<file path="src/rtl/opfetch_pkg.sv">
package opfetch_pkg;

  typedef enum logic [2:0] {
    AM_INH = 3'd0,
    AM_IMM = 3'd1,
    AM_DIR = 3'd2,
    AM_EXT = 3'd3,
    AM_IDX = 3'd4
  } amode_e;

  // Codes beyond the defined set fall back to inherent.
  function automatic amode_e norm_mode(input logic [2:0] code);
    if (code > 3'd4) return AM_INH;
    return amode_e'(code);
  endfunction

  // Bytes the instruction occupies, opcode included.
  function automatic logic [1:0] instr_len(input amode_e m);
    case (m)
      AM_IMM, AM_DIR: return 2'd2;
      AM_EXT:         return 2'd3;
      default:        return 2'd1;
    endcase
  endfunction

  // Bytes that must be read after the opcode.
  function automatic logic [1:0] operand_count(input amode_e m);
    case (m)
      AM_IMM, AM_DIR: return 2'd1;
      AM_EXT:         return 2'd2;
      default:        return 2'd0;
    endcase
  endfunction

endpackage

</file>
<file path="src/rtl/opfetch_ctrl.sv">
module opfetch_ctrl
  import opfetch_pkg::*;
(
  input  logic       clk,
  input  logic       rst,
  input  logic       start,
  input  logic [2:0] mode_in,
  output logic       busy,
  output logic       mem_rd,
  output logic [1:0] byte_idx,
  output logic       accept,
  output logic       capture,
  output logic       first_byte,
  output logic       finish,
  output amode_e     fin_mode
);

  typedef enum logic [1:0] {S_IDLE, S_REQ, S_WAIT} st_e;

  st_e        state_q;
  amode_e     mode_q;
  logic [1:0] need_q;
  logic [1:0] idx_q;
  amode_e     in_mode;
  logic [1:0] need_in;
  logic       last_byte;

  always_comb begin
    in_mode    = norm_mode(mode_in);
    need_in    = operand_count(in_mode);
    accept     = start && (state_q == S_IDLE);
    capture    = (state_q == S_WAIT);
    last_byte  = (idx_q == need_q - 2'd1);
    first_byte = capture && (idx_q == 2'd0);
    finish     = (accept && (need_in == 2'd0)) || (capture && last_byte);
    fin_mode   = accept ? in_mode : mode_q;
    busy       = (state_q != S_IDLE);
    mem_rd     = (state_q == S_REQ);
    byte_idx   = idx_q;
  end

  always_ff @(posedge clk) begin
    if (rst) begin
      state_q <= S_IDLE;
      mode_q  <= AM_INH;
      need_q  <= 2'd0;
      idx_q   <= 2'd0;
    end else begin
      case (state_q)
        S_IDLE: begin
          if (accept) begin
            mode_q <= in_mode;
            need_q <= need_in;
            idx_q  <= 2'd0;
            if (need_in != 2'd0) state_q <= S_REQ;
          end
        end
        S_REQ:  state_q <= S_WAIT;
        S_WAIT: begin
          if (last_byte) begin
            state_q <= S_IDLE;
          end else begin
            idx_q   <= idx_q + 2'd1;
            state_q <= S_REQ;
          end
        end
        default: state_q <= S_IDLE;
      endcase
    end
  end

endmodule

</file>
<file path="src/rtl/opfetch_pc.sv">
module opfetch_pc
  import opfetch_pkg::*;
#(
  parameter int unsigned        AW       = 16,
  parameter logic [AW-1:0]      PC_RESET = '0
) (
  input  logic          clk,
  input  logic          rst,
  input  logic          finish,
  input  amode_e        fin_mode,
  input  logic [1:0]    byte_idx,
  output logic [AW-1:0] pc,
  output logic [AW-1:0] fetch_addr
);

  logic [AW-1:0] pc_q;

  // Operand byte k sits k+1 bytes past the opcode.
  function automatic logic [AW-1:0] operand_addr(input logic [AW-1:0] base,
                                                 input logic [1:0] k);
    return base + AW'(k) + AW'(1);
  endfunction

  always_ff @(posedge clk) begin
    if (rst)         pc_q <= PC_RESET;
    else if (finish) pc_q <= pc_q + AW'(instr_len(fin_mode));
  end

  assign pc         = pc_q;
  assign fetch_addr = operand_addr(pc_q, byte_idx);

endmodule

</file>
<file path="src/rtl/opfetch_result.sv">
module opfetch_result
  import opfetch_pkg::*;
#(
  parameter int unsigned DW = 8,
  localparam int unsigned AW = 2 * DW
) (
  input  logic          clk,
  input  logic          rst,
  input  logic          accept,
  input  logic [DW-1:0] opcode_in,
  input  logic [DW-1:0] index_in,
  input  logic          first_byte,
  input  logic          finish,
  input  amode_e        fin_mode,
  input  logic [DW-1:0] mem_data,
  output logic [AW-1:0] ea,
  output logic [DW-1:0] imm,
  output logic          is_imm,
  output logic          no_opnd,
  output logic          done,
  output logic [2:0]    done_mode,
  output logic [DW-1:0] opcode_out
);

  logic [DW-1:0] b0_q;
  logic [DW-1:0] op_q;

  function automatic logic [AW-1:0] page_zero(input logic [DW-1:0] lo);
    return {{DW{1'b0}}, lo};
  endfunction

  function automatic logic [AW-1:0] form_ea(input amode_e m,
                                            input logic [DW-1:0] hi,
                                            input logic [DW-1:0] lo,
                                            input logic [DW-1:0] ix);
    case (m)
      AM_DIR:  return page_zero(lo);
      AM_EXT:  return {hi, lo};
      AM_IDX:  return page_zero(ix);
      default: return '0;
    endcase
  endfunction

  always_ff @(posedge clk) begin
    if (rst) begin
      b0_q       <= '0;
      op_q       <= '0;
      ea         <= '0;
      imm        <= '0;
      is_imm     <= 1'b0;
      no_opnd    <= 1'b0;
      done       <= 1'b0;
      done_mode  <= 3'd0;
      opcode_out <= '0;
    end else begin
      done <= finish;
      if (first_byte) b0_q <= mem_data;
      if (accept)     op_q <= opcode_in;
      if (finish) begin
        ea         <= form_ea(fin_mode, b0_q, mem_data, index_in);
        imm        <= (fin_mode == AM_IMM) ? mem_data : '0;
        is_imm     <= (fin_mode == AM_IMM);
        no_opnd    <= (fin_mode == AM_INH);
        done_mode  <= fin_mode;
        opcode_out <= accept ? opcode_in : op_q;
      end
    end
  end

endmodule

</file>
<file path="src/rtl/opfetch_seq.sv">
module opfetch_seq
  import opfetch_pkg::*;
#(
  parameter int unsigned       DW       = 8,
  parameter logic [2*DW-1:0]   PC_RESET = '0
) (
  input  logic              clk,
  input  logic              rst,
  input  logic              start,
  input  logic [2:0]        mode,
  input  logic [DW-1:0]     opcode,
  input  logic [DW-1:0]     index_reg,
  output logic [2*DW-1:0]   mem_addr,
  output logic              mem_rd,
  input  logic [DW-1:0]     mem_data,
  output logic [2*DW-1:0]   pc,
  output logic [2*DW-1:0]   ea,
  output logic [DW-1:0]     imm,
  output logic              is_imm,
  output logic              no_opnd,
  output logic [2:0]        done_mode,
  output logic [DW-1:0]     opcode_out,
  output logic              done,
  output logic              busy
);

  localparam int unsigned AW = 2 * DW;

  // Internal events, named for the checker.
  logic       w_accept;
  logic       w_capture;
  logic       w_first;
  logic       w_finish;
  logic [1:0] w_idx;
  amode_e     w_fin_mode;

  opfetch_ctrl ctrl_i (
    .clk        (clk),
    .rst        (rst),
    .start      (start),
    .mode_in    (mode),
    .busy       (busy),
    .mem_rd     (mem_rd),
    .byte_idx   (w_idx),
    .accept     (w_accept),
    .capture    (w_capture),
    .first_byte (w_first),
    .finish     (w_finish),
    .fin_mode   (w_fin_mode)
  );

  opfetch_pc #(.AW(AW), .PC_RESET(PC_RESET)) pc_i (
    .clk        (clk),
    .rst        (rst),
    .finish     (w_finish),
    .fin_mode   (w_fin_mode),
    .byte_idx   (w_idx),
    .pc         (pc),
    .fetch_addr (mem_addr)
  );

  opfetch_result #(.DW(DW)) res_i (
    .clk        (clk),
    .rst        (rst),
    .accept     (w_accept),
    .opcode_in  (opcode),
    .index_in   (index_reg),
    .first_byte (w_first),
    .finish     (w_finish),
    .fin_mode   (w_fin_mode),
    .mem_data   (mem_data),
    .ea         (ea),
    .imm        (imm),
    .is_imm     (is_imm),
    .no_opnd    (no_opnd),
    .done       (done),
    .done_mode  (done_mode),
    .opcode_out (opcode_out)
  );

endmodule

</file>
<file path="config.mk">
export PLATFORM = sky130hd
export DESIGN_NAME = opfetch_seq
export DESIGN_NICKNAME = d
export VERILOG_FILES = /design/src/rtl/opfetch_pkg.sv /design/src/rtl/opfetch_ctrl.sv /design/src/rtl/opfetch_pc.sv /design/src/rtl/opfetch_result.sv /design/src/rtl/opfetch_seq.sv
export SDC_FILE = /design/constraint.sdc
export NUM_CORES = 1
export LEC_CHECK = 0
export BUFFER_PORTS_ARGS = -buffer_cell sky130_fd_sc_hd__buf_2
export CORE_AREA = 2 2 85 87
export DETAILED_ROUTE_END_ITERATION = 6
export DIE_AREA = 0 0 87 89
export MAX_ROUTING_LAYER = met4
export PLACE_DENSITY = 0.83
export SYNTH_ARGS = -nofsm -noshare
export SYNTH_HDL_FRONTEND = slang
export SYNTH_SLANG_ARGS = --single-unit
</file>
<file path="constraint.sdc">
create_clock -name clk -period 6.49 [get_ports clk]
set_input_delay 0.3245 -clock clk [delete_from_list [all_inputs] [get_ports clk]]
set_output_delay 0.3245 -clock clk [all_outputs]
set_load 0.005 [all_outputs]
</file>
# Word level (Yosys, flattened, before mapping)
# Cells that the tools add are included.
# op_classes
reduce_logical	17
multipliers	0
div_mod_pow	0
bitwise	0
order_cmp	1
n_mux	18
shift	0
addsub	5
eq_ne	13
# ops
cell	n
$pmux 16 s3	1
$add 16x2->16	2
$add 16x1->16 const B	1
$mux 8	2
$eq 3x2->1 const B	4
$mux 2	6
$pmux 2 s2	3
$mux 3	3
$eq 3x1->1 const B	2
$logic_not 2->1	3
$pmux 2 s3	1
$reduce_bool 2->1	3
$logic_and 1x1->1	4
$ne 2x2->1 const B	2
$reduce_and 2->1	2
$reduce_or 2->1	2
$eq 3x3->1 const B	1
$gt 3x3->1 const B	1
$logic_not 3->1	1
$reduce_and 3->1	1
$add 2x1->2 const B	1
$eq 2x1->1 const B	1
$eq 2x2->1	1
$eq 2x2->1 const B	1
other kinds (4)	5
# totals
latch_bits	0
rom_bits	0
word_cells	68
register_bits	79
in_bits	30
ram_bits	0
n_memories	0

# Logic depth before layout (Yosys ltp)
# depth
word_depth	12
depth_mapped	9
ltp_nobuf	9

# By module
# Synthesis repeated with hierarchy kept, for this count alone.
# hier_totals
cells_unflattened	381
hier_area_um2	3530.9
# modules_own_cells
mod	seq_area_each_um2	cells_per_inst	n_inst	area_per_inst_um2
opfetch_result	1081.0	191	1	1923.1
opfetch_pc	320.3	132	1	1096.1
opfetch_ctrl	180.2	58	1	511.7

# Worst setup path before layout
# OpenSTA, ideal clock, no wires.
# synth_path
path_kind	flip-flop to flip-flop
start	register ctrl_i.state_q[0]
end	register pc_i.pc_q[14], in the netlist pc_i.pc[14]
arrival_ps	2678
path_buffers	0
period_less_slack_ps	2799
setup_ps	121
t_required_ps	6369
path_stages_with_launch	9
setup_slack_ps	3691
cell_sequence	dfxtp_1 nor3b_2 mux2i_1 xor2_1 nand2_1 ha_1 fa_1 o2111ai_1 mux2_2
# synth_via
elab_chain_cells	9
word_cells_on_any_way	15
# synth_rtl
element	line_no	text
start, declared	opfetch_ctrl.sv:20	st_e state_q;
start signal, assigned	opfetch_ctrl.sv:44	state_q <= S_IDLE;
start signal, assigned	opfetch_ctrl.sv:55	if (need_in != 2'd0) state_q <= S_REQ;
start signal, assigned	opfetch_ctrl.sv:58	S_REQ: state_q <= S_WAIT;
$logic_not 2->1	opfetch_ctrl.sv:31	accept = start && (state_q == S_IDLE);
$logic_and 1x1->1	opfetch_ctrl.sv:31	
$mux 3	opfetch_ctrl.sv:36	fin_mode = accept ? in_mode : mode_q;
$eq 3x1->1 or $eq 3x2->1 (tied branches)	opfetch_pkg.sv:19	case (m)
$reduce_or 2->1	opfetch_pkg.sv:19	
$pmux 2 s2	opfetch_pkg.sv:19	
$mux 2	opfetch_pc.sv:26	else if (finish) pc_q <= pc_q + AW'(instr_len(fin_mode));
$mux 2	opfetch_pc.sv:25	if (rst) pc_q <= PC_RESET;
$add 16x2->16	opfetch_pc.sv:26	
end signal, assigned	opfetch_pc.sv:26	
end, declared	opfetch_pc.sv:16	logic [AW-1:0] pc_q;
# Parallel ways exist; a longest one is shown, timed or not. The select of a mux whose other input is x is not followed.
# A chain may end at the register's enable or synchronous reset.

# Final worst setup path
# layout_path
start	register ctrl_i.state_q[0]
end	register pc_i.pc_q[13], in the netlist pc_i.pc[13]
# The elaborated chain is that of the path after synthesis.

==> impl_metrics.toml <==
[grt]
grt.total_usage_pct = 23.9
grt_start_max_net_pins = 72
first_global_vias = 3004
grt_remaining_overflow = 0
grt_pass1_wl_um = 14100
antenna_found_initial = 0

[floorplan]
start_util_pct = 55.6
dieArea_um2 = 7740
die_w_um = 87
coreArea_um2 = 6720
die_h_um = 89
rows = 30
io_pins = 102

[hold_path]
worst_hold_path_type = "in2reg"
min_from = "opcode[1]"
hold_end = "res_i.op_q[1]"
hold_depth = 3

[drt]
dr.pass1.iters = 4
ant_nets = 0
wl_per_cell_um = 15.7
wirelength_um = 9080
initialDrtViolationCount = 206
drc_errors = 0
via_count = 3377
via_per_inst = 5.83

[synthesis]
yosysWarnings = 0
ys_seq_elements = 79
syn_inst = 407
ys_top_cells_by_area = "dfxtp_1, mux2_2, nand2_1"
syn_area_per_cell_um2 = 9.17
synth_edf_count = 0
synth_top_area_share_pct = 42.4
ys_types = 48
async_flop_share_pct = 0
synth_common_cells = "dfxtp_1, nand2_1, a21oi_1"
synth_area_leader_cell = "dfxtp_1"
syn_nets = 444
synth_flop_cell = "dfxtp_1"
synth_most_common_cell = "dfxtp_1"
yosysSeqAreaShare_pct = 42.4
syn_area_um2 = 3730

[setup_path]
arrival_ns = 3.39
cp_cell_sequence = "or3b_1 -> nor2_1 -> a211oi_1 -> ha_1 -> a21oi_1 -> a2111oi_0 -> mux2_2"
worstRegToRegCells = 7
critPathBufInv = 0
crit_family = "simple AND/OR/NAND/NOR gates"
path_class = "reg2reg"
slowest_delay_ns = 0.70
worstSetupStartpointType = "flip-flop"
rr_startpoint = "ctrl_i.state_q[0]"
reg2reg_slack_ns = 3.35
worstSetupStartpoint = "ctrl_i.state_q[0]"
cp-end-kind = "flip-flop"
worstPathRequired_ns = 6.74
r2r-end = "pc_i.pc[13]"
crit_slowest_cell = "or3b_1"
worstPathMaxFanout = 19

[cts]
clock_sinks = 79
clk_pin_slew_worst_paths_ns = 0.08
htree_levels = 3
clockBufferDepth = 2
worstSkewPairLatency_ns = 0.36
cts.hold.buffers_added = 0
cts_tree = "done"
post_cts_buffers = 0
cts_root_buf = "clkbuf_8"
cts-resized-gates = 0
cts-buffers-inserted = 9

[timing]
fin_ws_ns = 3.35
worstMarginPinSlew_ns = 1.28
final_hold_viol_count = 0
fin_setup_tns_ns = 0
slew_violations = 0
slew_headroom_pct = 14.1
hold_ws_ns = 0.228
fin_skew_ns = 0.0109
fin_crit_sh_pct = 48.4
rsz0062_at_grt = "false"
setup-violations-final = 0
period_needed_ns = 3.14
fmaxAchievable_ghz = 0.318

[layout]
final_nets = 531
drive_gt1_share_pct = 30.3
antenna_cells = 0
fill_cells = 570
syn_to_final_growth_pct = 18.4

[placed_design]
gp_congestion = 0.899
dp_hpwl_um = 6510
portBuffers = 101
dp_slack_ns = 3.34

[pwr]
power.density_nw_per_um2 = 220
leakage_uw = 0.00194
vdd_drop_max_mv = 0.198

[status]
outcome = "completed"

[job]
cap_violations = 0
[area by class of cell]
| type | instances | area [um2] | share of cell area, % |
|---|---|---|---|
| Timing Repair Buffer | 104 | 528 | 11.9 |
| Sequential cell | 79 | 1580 | 35.8 |
| Clock inverter | 7 | 56.3 | 1.27 |
| Clock buffer | 9 | 124 | 2.80 |
| Inverter | 7 | 26.3 | 0.594 |
| Multi-Input combinational cell | 293 | 2010 | 45.4 |
| Tap cell | 80 | 100 | 2.26 |
[flip-flops by register name, indices dropped and copies added, names as in the netlist, 2 cells and up]
| name | flops |
|---|---|
| res_i.imm | 8 |
| res_i.ea | 16 |
| res_i.op_q | 8 |
| ctrl_i.state_q | 2 |
| ctrl_i.need_q | 2 |
| ctrl_i.byte_idx | 2 |
| res_i.opcode_out | 8 |
| res_i.done_mode | 3 |
| res_i.b0_q | 8 |
| ctrl_i.mode_q | 3 |
| pc_i.pc | 16 |
[tightest hold or removal path, cell delays in order]
cell and delay (ns):
buf_2 0.09, nand2_1 0.04, a21oi_1 0.06
[layout by cell type, fill, tap and decap left out, drive strengths merged, types with 5 or more instances in the layout]
cell	instances
a311oi	9
clkbuf	9
dfxtp	79
nand2	45
inv	10
mux2i	6
nand4	6
buf	104
xor2	5
o21ai	10
nor2	22
a211oi	9
nand3	21
xnor2	12
a21oi	31
a32o	8
o22a	7
nor3	16
ha	5
nand2b	6
nor2b	19
a22o	9
mux2	18
[worst max-delay path by stage]
stage	depth (start not counted)	endpoint
2_1_floorplan	8	pc_i.pc[14]
3_3_place_gp	8	pc_i.pc[13]
3_5_place_dp	8	pc_i.pc[13]
4_1_cts	7	pc_i.pc[15]
5_1_grt	7	pc_i.pc[15]
6_report	7	pc_i.pc[13]
[routing by layer]
layer,global-route usage (%),vias up,wire length [um]
met5,-,-,0
met1,31.2,1604,4110
met4,6.68,0,91
li1,-,1643,-
met3,6.09,9,592
met2,36.8,121,4290
[power breakdown]
group          switching (uW)  internal (uW)
Sequential               12.4            504
Combinational            71.7           50.1
Clock                     192            143
[kinds of logic (layout without fill, tap and decap cells)]
logic type      Yosys count  after routing  share of synthesized area (%)
flops                    79             79                           42.4
fa+ha+maj                 7              7                           2.75
mux                      24             24                           7.47
compound gates           97             97                           19.2
xor+xnor                 17             17                           4.19
buf+inv                  35            127                           3.92
simple gates            148            148                           20.1
[through the flow]
step	std cells	power [uW]	util, %	instance area, um2
3_5_place_dp	563	649	63.1	4240
6_report	579	974	65.8	4420
5_1_grt	579	1020	65.8	4420
3_3_place_gp	563	646	63.1	4240
4_1_cts	579	978	65.8	4420
2_1_floorplan	407	604	-	3730
(Power assumes the default switching activity.)
